===== config.mk =====
export PLATFORM = sky130hd
export DESIGN_NAME = osmm_grid
export DESIGN_NICKNAME = d
export VERILOG_FILES = /design/src/rtl/osmm_grid.sv
export SDC_FILE = /design/constraint.sdc
export NUM_CORES = 2
export LEC_CHECK = 0
export ABC_AREA = 1
export BUFFER_PORTS_ARGS = -buffer_cell sky130_fd_sc_hd__buf_2
export CORE_MARGIN = 4
export CORE_UTILIZATION = 59
export DETAILED_ROUTE_END_ITERATION = 10
export GPL_TIMING_DRIVEN = 0
export PLACE_DENSITY_LB_ADDON = 0.25
export SLEW_MARGIN = 40
export SYNTH_ARGS = -nofsm -noshare
export SYNTH_HDL_FRONTEND = slang
export SYNTH_SLANG_ARGS = --single-unit

===== constraint.sdc =====
create_clock -name clk -period 7.13 [get_ports clk]
set_clock_uncertainty 0.2 [all_clocks]
set_input_delay 0 -clock clk [delete_from_list [all_inputs] [get_ports clk]]
set_output_delay 0 -clock clk [all_outputs]
set_load 0.005 [all_outputs]

===== src/rtl/osmm_grid.sv =====
`timescale 1ns/1ps
module osmm_grid #(
  parameter int ROWS  = 3,
  parameter int COLS  = 3,
  parameter int DEPTH = 4,
  parameter int DW    = 8,
  parameter int AW    = 32,
  localparam int RIW  = (ROWS > 1) ? $clog2(ROWS) : 1
) (
  input  logic                 clk,
  input  logic                 rst_n,
  input  logic                 start,
  input  logic                 signed_mode,
  input  logic [ROWS-1:0]      row_vld,
  input  logic [ROWS*DW-1:0]   row_dat,
  input  logic [COLS-1:0]      col_vld,
  input  logic [COLS*DW-1:0]   col_dat,
  output logic                 done,
  input  logic                 rd_en,
  input  logic [RIW-1:0]       rd_row,
  output logic [COLS*AW-1:0]   rd_data
);
  localparam int DRAIN = ROWS + COLS - 2;
  localparam int CW    = $clog2(DEPTH + ROWS + COLS + 1);
  localparam logic [1:0] S_IDLE = 2'd0, S_FEED = 2'd1, S_DRAIN = 2'd2, S_DONE = 2'd3;

  logic [1:0]    st;
  logic [CW-1:0] cnt;
  logic          sgn;

  wire feeding = (st == S_FEED);
  wire beat    = feeding && ((|row_vld) || (|col_vld));
  wire clr     = (st == S_IDLE) && start;
  wire last_rd = (st == S_DONE) && rd_en && (int'(rd_row) == ROWS - 1);

  assign done = (st == S_DONE);

  always_ff @(posedge clk or negedge rst_n) begin
    if (!rst_n) begin
      st  <= S_IDLE;
      cnt <= '0;
      sgn <= 1'b0;
    end else begin
      case (st)
        S_IDLE: if (start) begin
          st  <= S_FEED;
          cnt <= '0;
          sgn <= signed_mode;
        end
        S_FEED: if (beat) begin
          if (cnt == CW'(DEPTH - 1)) begin
            cnt <= '0;
            st  <= (DRAIN == 0) ? S_DONE : S_DRAIN;
          end else cnt <= cnt + 1'b1;
        end
        S_DRAIN: begin
          if (cnt == CW'(DRAIN - 1)) begin
            cnt <= '0;
            st  <= S_DONE;
          end else cnt <= cnt + 1'b1;
        end
        default: if (last_rd) st <= S_IDLE;
      endcase
    end
  end

  logic [DW:0]   a_edge [ROWS];
  logic [DW:0]   b_edge [COLS];
  logic [DW:0]   a_o    [ROWS][COLS];
  logic [DW:0]   b_o    [ROWS][COLS];
  logic [AW-1:0] acc_o  [ROWS][COLS];

  for (genvar r = 0; r < ROWS; r++) begin : g_rsk
    wire [DW:0] raw = {row_vld[r] & feeding, row_dat[r*DW +: DW]};
    if (r == 0) begin : g_thru
      assign a_edge[r] = raw;
    end else begin : g_dly
      logic [DW:0] sh [r];
      always_ff @(posedge clk or negedge rst_n) begin
        if (!rst_n) for (int k = 0; k < r; k++) sh[k] <= '0;
        else begin
          sh[0] <= raw;
          for (int k = 1; k < r; k++) sh[k] <= sh[k-1];
        end
      end
      assign a_edge[r] = sh[r-1];
    end
  end

  for (genvar c = 0; c < COLS; c++) begin : g_csk
    wire [DW:0] raw = {col_vld[c] & feeding, col_dat[c*DW +: DW]};
    if (c == 0) begin : g_thru
      assign b_edge[c] = raw;
    end else begin : g_dly
      logic [DW:0] sh [c];
      always_ff @(posedge clk or negedge rst_n) begin
        if (!rst_n) for (int k = 0; k < c; k++) sh[k] <= '0;
        else begin
          sh[0] <= raw;
          for (int k = 1; k < c; k++) sh[k] <= sh[k-1];
        end
      end
      assign b_edge[c] = sh[c-1];
    end
  end

  for (genvar r = 0; r < ROWS; r++) begin : g_row
    for (genvar c = 0; c < COLS; c++) begin : g_col
      logic [DW:0]   ain, bin, aq, bq;
      logic [AW-1:0] acc;
      if (c == 0) begin : g_al
        assign ain = a_edge[r];
      end else begin : g_an
        assign ain = a_o[r][c-1];
      end
      if (r == 0) begin : g_bt
        assign bin = b_edge[c];
      end else begin : g_bn
        assign bin = b_o[r-1][c];
      end
      wire signed [DW:0]     xa   = {sgn & ain[DW-1], ain[DW-1:0]};
      wire signed [DW:0]     xb   = {sgn & bin[DW-1], bin[DW-1:0]};
      wire signed [2*DW+1:0] prod = xa * xb;

      always_ff @(posedge clk or negedge rst_n) begin
        if (!rst_n) begin
          aq  <= '0;
          bq  <= '0;
          acc <= '0;
        end else begin
          aq <= ain;
          bq <= bin;
          if (clr) acc <= '0;
          else if (ain[DW] && bin[DW]) acc <= acc + AW'(prod);
        end
      end
      assign a_o[r][c]   = aq;
      assign b_o[r][c]   = bq;
      assign acc_o[r][c] = acc;
    end
  end

  for (genvar c = 0; c < COLS; c++) begin : g_rd
    assign rd_data[c*AW +: AW] = (int'(rd_row) < ROWS) ? acc_o[rd_row][c] : '0;
  end
endmodule


After elaboration in Yosys (flattened, before gate mapping)

Index checks and enable logic that the tools add are counted.

Logic and storage cells: 150
Input port bits: 61
Register bits after elaboration: 457
Output and inout port bits: 97

Equality and inequality tests: 9
Magnitude comparators: 2
Reductions and logical operators: 31
Muxes and demuxes: 34
Add/subtract/negate cells: 10
Bitwise gates (word level): 25
$mul: 9

Operator list:

| operator            | count |
|---|---|
| $mux 32             | 21 |
| $add 32x32->32      | 9 |
| $bmux 96 s2         | 1 |
| $mux 96             | 2 |
| $mul 9x9->18        | 9 |
| $and 1x1->1         | 24 |
| $reduce_bool 2->1   | 9 |
| $logic_and 1x1->1   | 13 |
| $mux 4              | 3 |
| $pmux 4 s3          | 1 |
| $mux 2              | 5 |
| $eq 2x2->1 const B  | 3 |
| $pmux 2 s3          | 1 |
| $reduce_or 3->1     | 2 |
| $reduce_and 5->1    | 1 |
| $add 4x1->4 const B | 1 |
| $eq 4x2->1 const B  | 1 |
| $ne 2x1->1 const B  | 2 |
| $ne 2x2->1 const B  | 2 |
| $reduce_bool 4->1   | 1 |
| $ge 3x3->1 const B  | 1 |
| $not 2->3           | 1 |
| $reduce_and 3->1    | 1 |
| $reduce_bool 3->1   | 1 |
| 5 further kinds     | 5 |

Longest topological paths before layout

Depth in word-level cells: 5
Mapped depth: 38
Depth with buffers taken out: 37

Least setup slack after synthesis

Ideal clock, no wire load.

Path type: register to register
Start: register sgn
End: register g_row[0].g_col[2].acc[27]
Required time: 6.854 ns
Arrival: 6.149 ns
Buffers on the path: 2
Stages on the path, launching flop included: 30
Library setup time: 0.076 ns
Slack: 0.704 ns
Period minus slack after synthesis: 6.426 ns
Cells stage by stage: dfrtp_1 > buf_2 > buf_2 > nand2_1 > or2_2 > fa_1 > fa_1 > inv_1 > fa_1 > fa_1 > inv_1 > fa_1 > inv_1 > ha_1 > a21oi_1 > nand2_1 > nand3_1 > nand3_1 > inv_1 > nand3_1 > nand2_1 > ha_1 > a21o_1 > a31oi_1 > o21ai_0 > a21oi_1 > nand2_1 > nand2_1 > nand2_1 > o21ai_1

Word-level cells in the longest chain between the ends: 5
Elaborated cells on any way between the ends: 6
Those cells by class: 1 x add/sub; 1 x mul; 2 x mux; 2 x bitwise

RTL lines:

| item                                  | RTL line | source |
|---|---|---|
| from (decl)                           | 29       | `logic sgn;` |
| from (signal assigned)                | 48       | `sgn <= signed_mode;` |
| $and 1x1->1, on equally long branches | 121, 122 |  |
| $mul 9x9->18 *                        | 123      | `wire signed [2*DW+1:0] prod = xa * xb;` |
| $add 32x32->32 *                      | 134      | `else if (ain[DW] && bin[DW]) acc <= acc + AW'(prod);` |
| $mux 32 *                             | 134      |  |
| $mux 32 *                             | 133      | `if (clr) acc <= '0;` |
| to (signal assigned)                  | 134      |  |
| to (decl)                             | 110      | `logic [AW-1:0] acc;` |

Mark *: on every way between the ends. The rest lies on a longest branch, timed or not. The select of a mux whose other input is x is not followed.
A chain may end at the register's enable or synchronous reset.

Final worst setup path

Start: register sgn
End: register g_row[1].g_col[1].acc[31]

Word-level cells in the longest chain between the ends: 5
Elaborated cells on any way between the ends: 6
Those cells by class: 1 x add/sub; 1 x mul; 2 x mux; 2 x bitwise

RTL lines:

| item                                  | RTL line |
|---|---|
| $and 1x1->1, on equally long branches | 121, 122 |
| $mul 9x9->18 *                        | 123 |
| $add 32x32->32 *                      | 134 |
| $mux 32 *                             | 134 |
| $mux 32 *                             | 133 |
| to (signal assigned)                  | 134 |
| to (decl)                             | 110 |

Marks and branches as above.

==> results.py <==
metrics = {
    "drt": {
        "wl_per_cell_um": 19.6,
        "routed-wl-met3_um": 16600,
        "drt_pass1_iterations": 9,
        "drc": 0,
        "route.vias.total": 60685,
        "routed.top_layer": "met5",
        "drt-met1-wl_um": 81300,
        "finalWirelength_um": 210000,
        "ant_nets": 0,
        "avgViaCountPerCell": 5.66,
        "drtIter0Drc": 4783,
        "dr_wl_met2_um": 98100,
    },
    "global_routing": {
        "grt_max_degree": 76,
        "antenna_found_initial": 9,
        "gr-total-overflow": 0,
        "track_usage": 0.361,
        "grt_pass1_wl_um": 320000,
        "grt_pass1_vias": 59456,
    },
    "critical_path": {
        "path_buf_inv": 9,
        "cp.arrival_ns": 7.38,
        "cp_slowest_cell": "fa_1",
        "path_common_cell": "fa_1",
        "cp-end-kind": "flip-flop",
        "crit_fanout": 9,
        "critical_path.top_delay_family": "adder cells",
        "crit_type": "reg2reg",
        "critPathRequiredTime_ns": 7.52,
        "slowest_delay_ns": 0.50,
        "start_kind": "flip-flop",
    },
    "worst_hold_path": {
        "hold_class": "reg2reg",
    },
    "placed_design": {
        "place_area_um2": 66300,
        "pre_cts_ws_ns": -1.40,
        "routabilityCongestion": 1.01,
        "post-dp-hpwl_um": 167000,
        "dp.cells": 10432,
        "numPortBuffers": 155,
    },
    "clock_network": {
        "h-tree-depth": 2,
        "worstSkewPairLatency_ns": 0.69,
        "clock_sinks": 457,
        "cts_buffers": 58,
        "clkSlewWorstSetupHoldPaths_ns": 0.07,
        "clockRootBuffer": "clkbuf_16",
        "cts_tree": "built",
        "clockBufferDepth": 3,
    },
    "sta": {
        "rsz0062_at_grt": "true",
        "tightest_slew_ns": 0.949,
        "fmax_mhz": 143,
        "drv_slew": 0,
        "finalCritPeriodShare": 0.980,
        "layout_setup_ws_ns": 0.142,
        "hold_slack_ns": 0.145,
        "finalSetupViolCount": 0,
        "period_needed_ns": 6.99,
        "hold_violations": 0,
        "maxSlewHeadroom": 0.360,
    },
    "synthesis": {
        "ys.flop_type": "dfrtp_1",
        "yosysSeqAreaShare": 0.180,
        "synthCells": 8867,
        "synth_nets": 10211,
        "synth.ff_latch_count": 457,
        "yosysWarnings": 0,
        "synth_area_um2": 63500,
        "async_reset_ff_frac": 1.00,
        "synth-edff-count": 0,
        "synth.avg_cell_area_um2": 7.16,
        "ys_types": 54,
    },
    "final_layout": {
        "finalInstanceArea_um2": 71800,
        "final_cells": 10715,
        "finalNetCount": 10603,
        "syn_to_final_growth_pct": 13.1,
        "layout-drive-gt1-share": 0.0901,
        "fill_cells": 9244,
    },
    "floorplanning": {
        "fp.dieH_um": 336,
        "boundaryPins": 158,
        "std_cell_rows": 120,
        "fp.dieW_um": 336,
        "core_area_um2": 107000,
        "dieArea_um2": 113000,
        "start_util": 0.594,
    },
    "job": {
        "cap_violations": 0,
    },
    "run_status": {
        "status": "finished clean",
    },
}
-- cell usage in the layout (no fill, tap or decap), types with 15 or more instances in the layout --
cell	Yosys	routed
a21boi_0	27	21
a21o_1	48	48
a21oi_1	529	495
a21oi_2	8	42
a31oi_1	31	21
buf_2	29	184
buf_4	1	58
clkbuf_1	205	174
clkbuf_16	0	60
dfrtp_1	457	445
dlygate4sd3_1	0	114
fa_1	639	613
fa_2	0	26
ha_1	644	559
ha_2	0	50
ha_4	0	35
inv_1	1781	1765
inv_2	2	15
nand2_1	2285	2241
nand2_2	30	52
nand2_4	0	23
nand3_1	351	328
nand3_2	2	21
nand3b_1	43	43
nand4_1	66	66
nor2_1	601	547
nor2_2	12	57
nor3_1	64	55
o21a_1	22	22
o21ai_0	577	541
o21ai_1	63	90
o21ai_2	15	22
o21bai_1	37	35
o22ai_1	52	52
or2_2	15	15
xnor2_1	50	47
xor2_1	92	86
-- logic make-up (layout without fill, tap and decap cells) --
group / Yosys count / in the layout / synth area share
simple gates: 3498 / 3503 / 0.225
buf+inv: 2024 / 2459 / 0.120
compound gates: 1462 / 1462 / 0.127
fa+ha+maj: 1283 / 1283 / 0.328
flops: 457 / 457 / 0.180
xor+xnor: 142 / 142 / 0.0196
mux: 1 / 1 / 0.000158
other cells: 0 / 5 / 0
-- stage by stage --
stage                     setup TNS [ns]   util
final                                  0  0.672
after global routing               -1.88  0.672
after CTS                              0  0.653
after detailed placement         -151.19  0.620
after global placement          -1935.67  0.618
after floorplan                        0      -
-- final timing paths --
path	start	end	slack (ns)	cells after the start
hold / removal	g_rsk[2].g_dly.sh[13]$_DFF_PN0_	g_row[2].g_col[0].ain[4]$_DFF_PN0_	0.15	0
setup / recovery	sgn$_DFFE_PN0P_	g_row[1].g_col[1].acc[31]$_DFFE_PN0P_	0.14	32
min in group asynchronous	rst_n	g_row[2].g_col[2].acc[31]$_DFFE_PN0P_	0.45	4
setup reg to reg	sgn$_DFFE_PN0P_	g_row[1].g_col[1].acc[31]$_DFFE_PN0P_	0.14	32
max in group asynchronous	rst_n	g_row[1].g_col[0].bq[5]$_DFF_PN0_	5.09	6
hold reg to reg	g_rsk[2].g_dly.sh[13]$_DFF_PN0_	g_row[2].g_col[0].ain[4]$_DFF_PN0_	0.15	0
-- area by class of cell --
class	instances	area, um^2	share of cell area
clock inverter	40	543	0.00756
tap	1403	1760	0.0244
inverter	1783	6700	0.0933
antenna	5	12.5	0.000174
buffer	230	981	0.0137
clock buffer	68	1570	0.0218
timing repair buffer	338	2660	0.0370
multi-input combinational	6391	46100	0.643
sequential	457	11500	0.159
-- repair_timing --
| action | in CTS | in global routing |
|---|---|---|
| endpoints found under the hold margin | 517 | 0 |
| gates resized for setup | 95 | 396 |
| endpoints found under the setup margin | 190 | 157 |
| buffers inserted | 2 | 58 |
| cloned | 0 | 7 |
| hold buffers | 114 | 0 |
| pin swaps | 6 | 69 |
-- cell usage after synthesis (all sizes together) (50+ instances only) --
| master | count | area (um^2) |
|---|---|---|
| nand2 | 2315 | 8760 |
| inv | 1783 | 6690 |
| o21ai | 655 | 3330 |
| ha | 644 | 8060 |
| fa | 639 | 12800 |
| nor2 | 615 | 2350 |
| a21oi | 537 | 2720 |
| dfrtp | 457 | 11400 |
| nand3 | 353 | 1780 |
| clkbuf | 205 | 769 |
| xor2 | 92 | 806 |
| nand4 | 66 | 413 |
| nor3 | 64 | 320 |
| o22ai | 53 | 338 |
| xnor2 | 50 | 438 |
-- state kept, by name, indices dropped and copies added, names as in the netlist --
name,count
g_rsk.g_dly.sh,9
st,2
cnt,4
g_row.g_col.ain,18
sgn,1
g_csk.g_dly.sh,18
g_row.g_col.aq,54
g_row.g_col.bq,54
g_row.g_col.acc,288
g_row.g_col.bin,9
-- routing by layer --
layer / global-route usage / vias up
met2: 0.605 / 2422
li1: - / 28531
met3: 0.0524 / 541
met5: 0 / -
met1: 0.456 / 29189
met4: 0.188 / 2
Power is left out: the tool's default activity adds up to more than one toggle a clock period on the data nets, which glitch-free logic cannot reach.
